**src/rtl/octal_sw_pkg.sv**
```systemverilog
package octal_sw_pkg;
    typedef enum logic [1:0] {
        ST_IDLE   = 2'd0,
        ST_SHIFT  = 2'd1,
        ST_COMMIT = 2'd2
    } frame_state_t;
endpackage

```
**src/rtl/octal_sw_status.sv**
```systemverilog
module octal_sw_status #(
    parameter int N_CH = 8
) (
    input  logic [N_CH-1:0] cmd_q,
    input  logic [N_CH-1:0] open_load,
    input  logic [N_CH-1:0] over_cur,
    input  logic [N_CH-1:0] over_temp,
    output logic [N_CH-1:0] status_word
);
    for (genvar i = 0; i < N_CH; i++) begin : g_ch
        // off channel: flip to 0 on open load; on channel: flip to 1 on heat or current
        assign status_word[i] = cmd_q[i] ? ~open_load[i] : (over_cur[i] | over_temp[i]);
    end
endmodule

```
**src/rtl/octal_sw_frame.sv**
```systemverilog
module octal_sw_frame
    import octal_sw_pkg::*;
#(
    parameter int N_CH = 8
) (
    input  logic            clk,
    input  logic            rst_n,
    input  logic            sclk,
    input  logic            cs_n,
    input  logic            si,
    input  logic [N_CH-1:0] status_word,
    output logic            so,
    output logic            commit,
    output logic [N_CH-1:0] rx_word
);
    localparam int CNT_W = $clog2(N_CH) + 2;
    localparam logic [CNT_W-1:0] CNT_FULL = CNT_W'(N_CH);
    localparam logic [CNT_W-1:0] CNT_SAT  = {CNT_W{1'b1}};

    frame_state_t    state, state_nx;
    logic            sclk_q;
    logic            sclk_rise;
    logic [N_CH-1:0] shreg;
    logic [CNT_W-1:0] cnt;

    assign sclk_rise = sclk & ~sclk_q;

    always_ff @(posedge clk) begin
        if (!rst_n) state <= ST_IDLE;
        else        state <= state_nx;
    end

    always_comb begin
        state_nx = state;
        unique case (state)
            ST_IDLE:   if (!cs_n) state_nx = ST_SHIFT;
            ST_SHIFT:  if (cs_n)  state_nx = (cnt == CNT_FULL) ? ST_COMMIT : ST_IDLE;
            ST_COMMIT: state_nx = ST_IDLE;
            default:   state_nx = ST_IDLE;
        endcase
    end

    always_ff @(posedge clk) begin
        if (!rst_n) begin
            sclk_q <= 1'b0;
            shreg  <= '1;
            cnt    <= '0;
        end else begin
            sclk_q <= sclk;
            if (state == ST_IDLE && !cs_n) begin
                shreg <= status_word;
                cnt   <= '0;
            end else if (state == ST_SHIFT && !cs_n && sclk_rise) begin
                shreg <= {shreg[N_CH-2:0], si};
                if (cnt != CNT_SAT) cnt <= cnt + 1'b1;
            end
        end
    end

    always_comb begin
        so      = (state == ST_SHIFT) ? shreg[N_CH-1] : 1'b0;
        commit  = (state == ST_COMMIT);
        rx_word = shreg;
    end

    p_commit_full_r9: assert property (@(posedge clk) disable iff (!rst_n)
        (state == ST_COMMIT) |-> (cnt == CNT_FULL));
    p_so_quiet_r8: assert property (@(posedge clk) disable iff (!rst_n)
        (cs_n && $past(cs_n)) |-> !so);
endmodule

```
**src/rtl/octal_sw_gate.sv**
```systemverilog
module octal_sw_gate #(
    parameter int N_CH = 8
) (
    input  logic            clk,
    input  logic            rst_n,
    input  logic            commit,
    input  logic [N_CH-1:0] new_cmd,
    input  logic            limit_mode,
    input  logic            over_volt,
    input  logic [N_CH-1:0] over_cur,
    input  logic [N_CH-1:0] over_temp,
    output logic [N_CH-1:0] cmd_q,
    output logic [N_CH-1:0] out_en,
    output logic [N_CH-1:0] cur_limit
);
    logic [N_CH-1:0] oc_lat;
    logic            ov_lat;
    logic [N_CH-1:0] oc_trip;

    assign oc_trip = over_cur & ~cmd_q & {N_CH{~limit_mode}};

    always_ff @(posedge clk) begin
        if (!rst_n) begin
            cmd_q  <= '1;
            oc_lat <= '0;
            ov_lat <= 1'b0;
        end else begin
            ov_lat <= over_volt | (ov_lat & ~commit);
            if (commit) begin
                cmd_q  <= new_cmd;
                oc_lat <= '0;
            end else begin
                oc_lat <= oc_lat | oc_trip;
            end
        end
    end

    always_comb begin
        out_en    = ~cmd_q & ~over_temp & ~oc_lat & ~oc_trip
                  & {N_CH{~(ov_lat | over_volt)}};
        cur_limit = out_en & over_cur & {N_CH{limit_mode}};
    end

    p_ov_all_off_r7: assert property (@(posedge clk) disable iff (!rst_n)
        over_volt |-> (out_en == '0));
    p_ov_hold_r7: assert property (@(posedge clk) disable iff (!rst_n)
        $fell(over_volt) |-> (out_en == '0));
    p_ot_off_r6: assert property (@(posedge clk) disable iff (!rst_n)
        (out_en & over_temp) == '0);
    p_limit_mode_r4: assert property (@(posedge clk) disable iff (!rst_n)
        !limit_mode |-> (cur_limit == '0));
    p_off_when_cmd_r1: assert property (@(posedge clk) disable iff (!rst_n)
        (out_en & cmd_q) == '0);
endmodule

```
**src/rtl/octal_sw_ctrl.sv**
```systemverilog
module octal_sw_ctrl #(
    parameter int N_CH = 8
) (
    input  logic            clk,
    input  logic            rst_n,
    input  logic            sclk,
    input  logic            cs_n,
    input  logic            si,
    output logic            so,
    input  logic            limit_mode,
    input  logic            over_volt,
    input  logic [N_CH-1:0] open_load,
    input  logic [N_CH-1:0] over_cur,
    input  logic [N_CH-1:0] over_temp,
    output logic [N_CH-1:0] out_en,
    output logic [N_CH-1:0] cur_limit
);
    logic [N_CH-1:0] cmd_q;
    logic [N_CH-1:0] status_word;
    logic [N_CH-1:0] rx_word;
    logic            commit;

    octal_sw_status #(.N_CH(N_CH)) u_status (
        .cmd_q       (cmd_q),
        .open_load   (open_load),
        .over_cur    (over_cur),
        .over_temp   (over_temp),
        .status_word (status_word)
    );

    octal_sw_frame #(.N_CH(N_CH)) u_frame (
        .clk         (clk),
        .rst_n       (rst_n),
        .sclk        (sclk),
        .cs_n        (cs_n),
        .si          (si),
        .status_word (status_word),
        .so          (so),
        .commit      (commit),
        .rx_word     (rx_word)
    );

    octal_sw_gate #(.N_CH(N_CH)) u_gate (
        .clk        (clk),
        .rst_n      (rst_n),
        .commit     (commit),
        .new_cmd    (rx_word),
        .limit_mode (limit_mode),
        .over_volt  (over_volt),
        .over_cur   (over_cur),
        .over_temp  (over_temp),
        .cmd_q      (cmd_q),
        .out_en     (out_en),
        .cur_limit  (cur_limit)
    );
endmodule

```
**config.mk**
```make
export PLATFORM = sky130hd
export DESIGN_NAME = octal_sw_ctrl
export DESIGN_NICKNAME = d
export VERILOG_FILES = /design/src/rtl/octal_sw_pkg.sv /design/src/rtl/octal_sw_status.sv /design/src/rtl/octal_sw_frame.sv /design/src/rtl/octal_sw_gate.sv /design/src/rtl/octal_sw_ctrl.sv
export SDC_FILE = /design/constraint.sdc
export NUM_CORES = 1
export LEC_CHECK = 0
export ABC_CLOCK_PERIOD_IN_PS = 3340
export BUFFER_PORTS_ARGS = -buffer_cell sky130_fd_sc_hd__buf_4
export CAP_MARGIN = 15
export CELL_PAD_IN_SITES_DETAIL_PLACEMENT = 0
export CELL_PAD_IN_SITES_GLOBAL_PLACEMENT = 1
export CORE_MARGIN = 3
export CORE_UTILIZATION = 40
export DETAILED_ROUTE_END_ITERATION = 16
export HOLD_SLACK_MARGIN = 0.06
export PLACE_DENSITY_LB_ADDON = 0.3
export SLEW_MARGIN = 20
export SYNTH_ARGS = -nofsm -noshare
export SYNTH_HDL_FRONTEND = slang
export SYNTH_HIERARCHICAL = 1
export SYNTH_SLANG_ARGS = --single-unit
```
**constraint.sdc**
```tcl
create_clock -name clk -period 3.34 [get_ports clk]
set_clock_uncertainty 0.15 [all_clocks]
set_input_delay 0.501 -clock clk [delete_from_list [all_inputs] [get_ports clk]]
set_output_delay 0.501 -clock clk [all_outputs]
set_load 0.05 [all_outputs]
```
* Word-level counts from Yosys, hierarchy flattened
Cells that the tools add are included.
** Operators by class
- Add/subtract/negate cells :: 1
- Equal/unequal tests :: 6
- Mux-type cells :: 15
- Bitwise operators :: 38
- Reduce and logical (&&, ||, !) cells :: 10
** Operators by type and width (number)
- $and 8x8->8 :: 8
- $not 8->8 :: 4
- $mux 8 :: 2
- $not 1->1 :: 13
- $or 1x1->1 :: 10
- $mux 1 :: 9
- $or 8x8->8 :: 1
- $mux 2 :: 3
- $add 5x1->5 const B :: 1
- $eq 5x4->1 const B :: 1
- $ne 5x5->1 const B :: 1
- $ne 2x2->1 const B :: 2
- $pmux 2 s2 :: 1
- $reduce_and 2->1 :: 2
- $reduce_or 2->1 :: 2
- $logic_and 1x1->1 :: 3
- $and 1x1->1 :: 2
- $eq 2x1->1 const B :: 1
- $eq 2x2->1 const B :: 1
- $logic_not 2->1 :: 1
- $reduce_bool 2->1 :: 1
- $logic_not 1->1 :: 1
** Word-level totals
- Flip-flop bits (word level) :: 33
- Input bits :: 31
- Output and inout bits :: 17
- Word-level logic and storage cells :: 77

* Depth between registers and ports, before layout
- Depth after elaboration :: 8
- Mapped depth :: 6
- Gate-level depth less buffers :: 6

* Cells and area by module
The synthesis kept the hierarchy.
** By module, submodules not included
- octal_sw_frame :: instances 1, cells an instance 89, area each 879.6 um^2, sequential area each 320.3 um^2
- octal_sw_gate :: instances 1, cells an instance 99, area each 863.3 um^2, sequential area each 340.3 um^2
- octal_sw_status :: instances 1, cells an instance 16, area each 80.1 um^2, sequential area each 0.0 um^2

* Least setup slack after synthesis
Ideal clock, no wire load.
- Path kind :: input to output
- From :: in over_volt
- To :: out out_en[0]
- Arrival :: 2064 ps
- Data required time :: 2689 ps
- Slack :: 625 ps
- Cell stages on the path :: 3
- Buffers on the path :: 1
- Cells stage by stage :: or2_1 -> clkbuf_1 -> nor3b_1
** Between the ends
- Word-level cells in the longest chain between the ends :: 3
** Ends and longest elaborated chain
- start: declaration :: line octal_sw_ctrl.sv:11 : input logic over_volt,
- $or 1x1->1 :: line octal_sw_gate.sv:40 : & {N_CH{~(ov_lat | over_volt)}};
- $not 1->1 :: line octal_sw_gate.sv:40
- $and 8x8->8 :: line octal_sw_gate.sv:40
- end: declaration :: line octal_sw_ctrl.sv:15 : output logic [N_CH-1:0] out_en,
No other way between the ends.

* Worst setup path in the final report
- From :: in limit_mode
- To :: out cur_limit[5]
** Between the ends
- Word-level cells in the longest chain between the ends :: 7
** Ends and longest elaborated chain
- start: declaration :: line octal_sw_ctrl.sv:10 : input logic limit_mode,
- $not 1->1 :: line octal_sw_gate.sv:20 : assign oc_trip = over_cur & ~cmd_q & {N_CH{~limit_mode}};
- $and 8x8->8 :: line octal_sw_gate.sv:20
- $not 8->8 :: line octal_sw_gate.sv:39 : out_en = ~cmd_q & ~over_temp & ~oc_lat & ~oc_trip
- $and 8x8->8 :: line octal_sw_gate.sv:39
- $and 8x8->8 :: line octal_sw_gate.sv:40
- $and 8x8->8 :: line octal_sw_gate.sv:41 : cur_limit = out_en & over_cur & {N_CH{limit_mode}};
- $and 8x8->8 (*) :: line octal_sw_gate.sv:41
- end: declaration :: line octal_sw_ctrl.sv:16 : output logic [N_CH-1:0] cur_limit
Every way passes the cells marked *; elsewhere a longest branch is shown, timed or not.

==> results.ini <==
[sta]
maxSlewViolCount=0
max_freq_mhz=444
fin_crit_sh_pct=67.5
rsz0062_at_grt=false
worstMarginPinSlew_ps=654
period_needed_ps=2250
finalHoldViolCount=0
slew_headroom_pct=56.0
tns_ps=0
setup_viol=0

[min_path]
hold_path_class=in -> reg
hold_depth=2

[power_and_ir_drop]
power_density_nw_per_um2=355
ir_drop_v=0.000156
p_leak_nw=0.907

[die]
die_x_um=73.5
io_pins=48
coreArea_um2=4200
start_util_pct=43.4
die_h_um=73.5
die_area_um2=5400
num_rows=23

[cts]
cts_buffers=5
clock_latency_ps=280
clk_pin_slew_ps=60
cts_resized=0
cts_tree=built
cts_sinks=33
clk_path_buf_depth=2
ctsHoldBuffers=0
htree_levels=2
postCtsSetupBuffers=0
cts_root_buf=clkbuf_8

[global_route]
grt_overflow=0
grt_max_degree=29
track_usage_pct=15.6
grt_pass1_vias=1402
antenna_found_initial=0
grt_pass1_wl_mm=6.57

[layout]
antenna_cells=0
layout-drive-gt1-share_pct=29.7
fin_area_um2=2260
final_nets=283
area_growth_pct=24.1

[detailed_routing]
antenna_left=0
drt_iter0_drc=99
vias=1569
drt_wl_total_mm=4.07
drc=0
drt_first_pass_iters=4
wire_per_inst_um=13.6
via_per_inst=5.25

[synthesis]
syn-cell-area_um2=1820
synthTopCellsByArea=dfxtp_1, mux2i_1, a21oi_1
syn_nets=238
yosysMostFrequentCell=dfxtp_1
yosys_warnings=6
synth_commonest_cells=dfxtp_1, a21oi_1, inv_1
synth_edf_count=0
yosys_register_bits=33
synth_flop_cell=dfxtp_1
syn_avg_cell_area_um2=8.94
ys_async_sr_fraction_pct=0
synth_top_area_share_pct=36.2
synth_area_leader_cell=dfxtp_1
synth_cell_type_count=44
postSynthCellCount=204
synth-seq-area-share_pct=36.2

[critical_path]
arrival_ps=1600
worstPathRequired_ps=2690
r2r_cells=5
endpoint_kind=primary output
cp.depth=4
critPathBufInv=2
worst_path_most_repeated_cell=buf_4
crit_path_top_delay_cell=nor3b_2
cpLargestDelayFamily=simple AND/OR/NAND/NOR gates
startpoint_type=input pin
path_cells=buf_4, nor3b_2, and3_1, buf_4
crit_fanout=17
crit_type=in -> out
cpPeakStageDelay_ps=490

[place]
place.port_buffers=47
place_hpwl_mm=2.93
gp_congestion=0.745
placed_area_um2=2180

[job]
cap_violations=0

[run_status]
outcome=completed

cell families after synthesis:
family	Yosys count	synth area share [%]
mux	10	5.49
fa+ha+maj	3	2.06
compound gates	39	13.9
flops	33	36.2
simple gates	92	35.1
buf+inv	27	7.14
power by group:
part           switching (mW)  internal (mW)  total, mW
Sequential            0.00838          0.404      0.412
Clock                   0.133          0.163      0.297
Combinational          0.0479         0.0470     0.0949
Total                   0.190          0.614      0.804
layer usage:
layer  wire length [um]  up-vias  share of wire, %  global-route usage, %
met5                  0        -                 0                      0
met2               1730       41                43                   22.9
met3                278        6               6.8                   4.24
met4                 41        0               1.0                   4.83
met1               2020      698                50                   22.0
li1                   -      824                 -                      -
placed cells by master (no fill, tap or decap), drive strengths merged:
cell,Yosys,routed
mux2i,10,10
ha,3,3
a211oi,2,2
o21ai,6,6
inv,18,18
o21a,1,1
o31ai,4,4
nor4,3,3
and2,1,1
and2b,5,5
dfxtp,33,33
nand3,3,3
nor2,2,2
a221o,6,6
or4bb,1,1
or2b,2,2
or3b,8,8
buf,6,47
nand4b,1,1
a21oi,20,20
nand4,4,4
nand2,9,9
nor3b,14,14
clkbuf,3,7
and3,9,9
and3b,1,1
nand4bb,1,1
nor3,17,17
and4bb,1,1
nor2b,5,5
nand2b,1,1
or3,1,1
or2,3,3
stage by stage:
step	worst slack (ps)	power [mW]	hold WS (ps)	std cells	util, %
after floorplan	625	0.474	275	204	-
after CTS	1050	0.813	294	299	53.8
after global routing	965	0.840	292	299	53.8
after detailed placement	1050	0.517	290	292	51.8
after global placement	1060	0.517	285	292	51.8
final	1090	0.804	297	299	53.8
registers in the layout (all words and copies together) (netlist names):
signal           cells
u_frame/rx_word      8
u_gate/cmd_q         8
u_gate/oc_lat        8
u_frame/cnt          5
u_frame/state        2
u_frame/sclk_q       1
u_gate/ov_lat        1
worst paths after layout:
kind,start,end,slack [ps]
worst min-delay path,sclk,u_frame/sclk_q,300
worst min register to register,u_gate/oc_lat[0],u_gate/oc_lat[0],300
worst max-delay path,limit_mode,cur_limit[5],1090
worst max register to register,u_frame/cnt[0],u_frame/cnt[3],1590
layout make-up:
class / instances / area, um^2
Fill cell: 411 / 1940
Multi-Input combinational cell: 144 / 1030
Sequential cell: 33 / 661
Timing Repair Buffer: 47 / 353
Clock buffer: 7 / 86.3
Inverter: 18 / 67.6
Tap cell: 50 / 62.6
(Power assumes the default switching activity.)
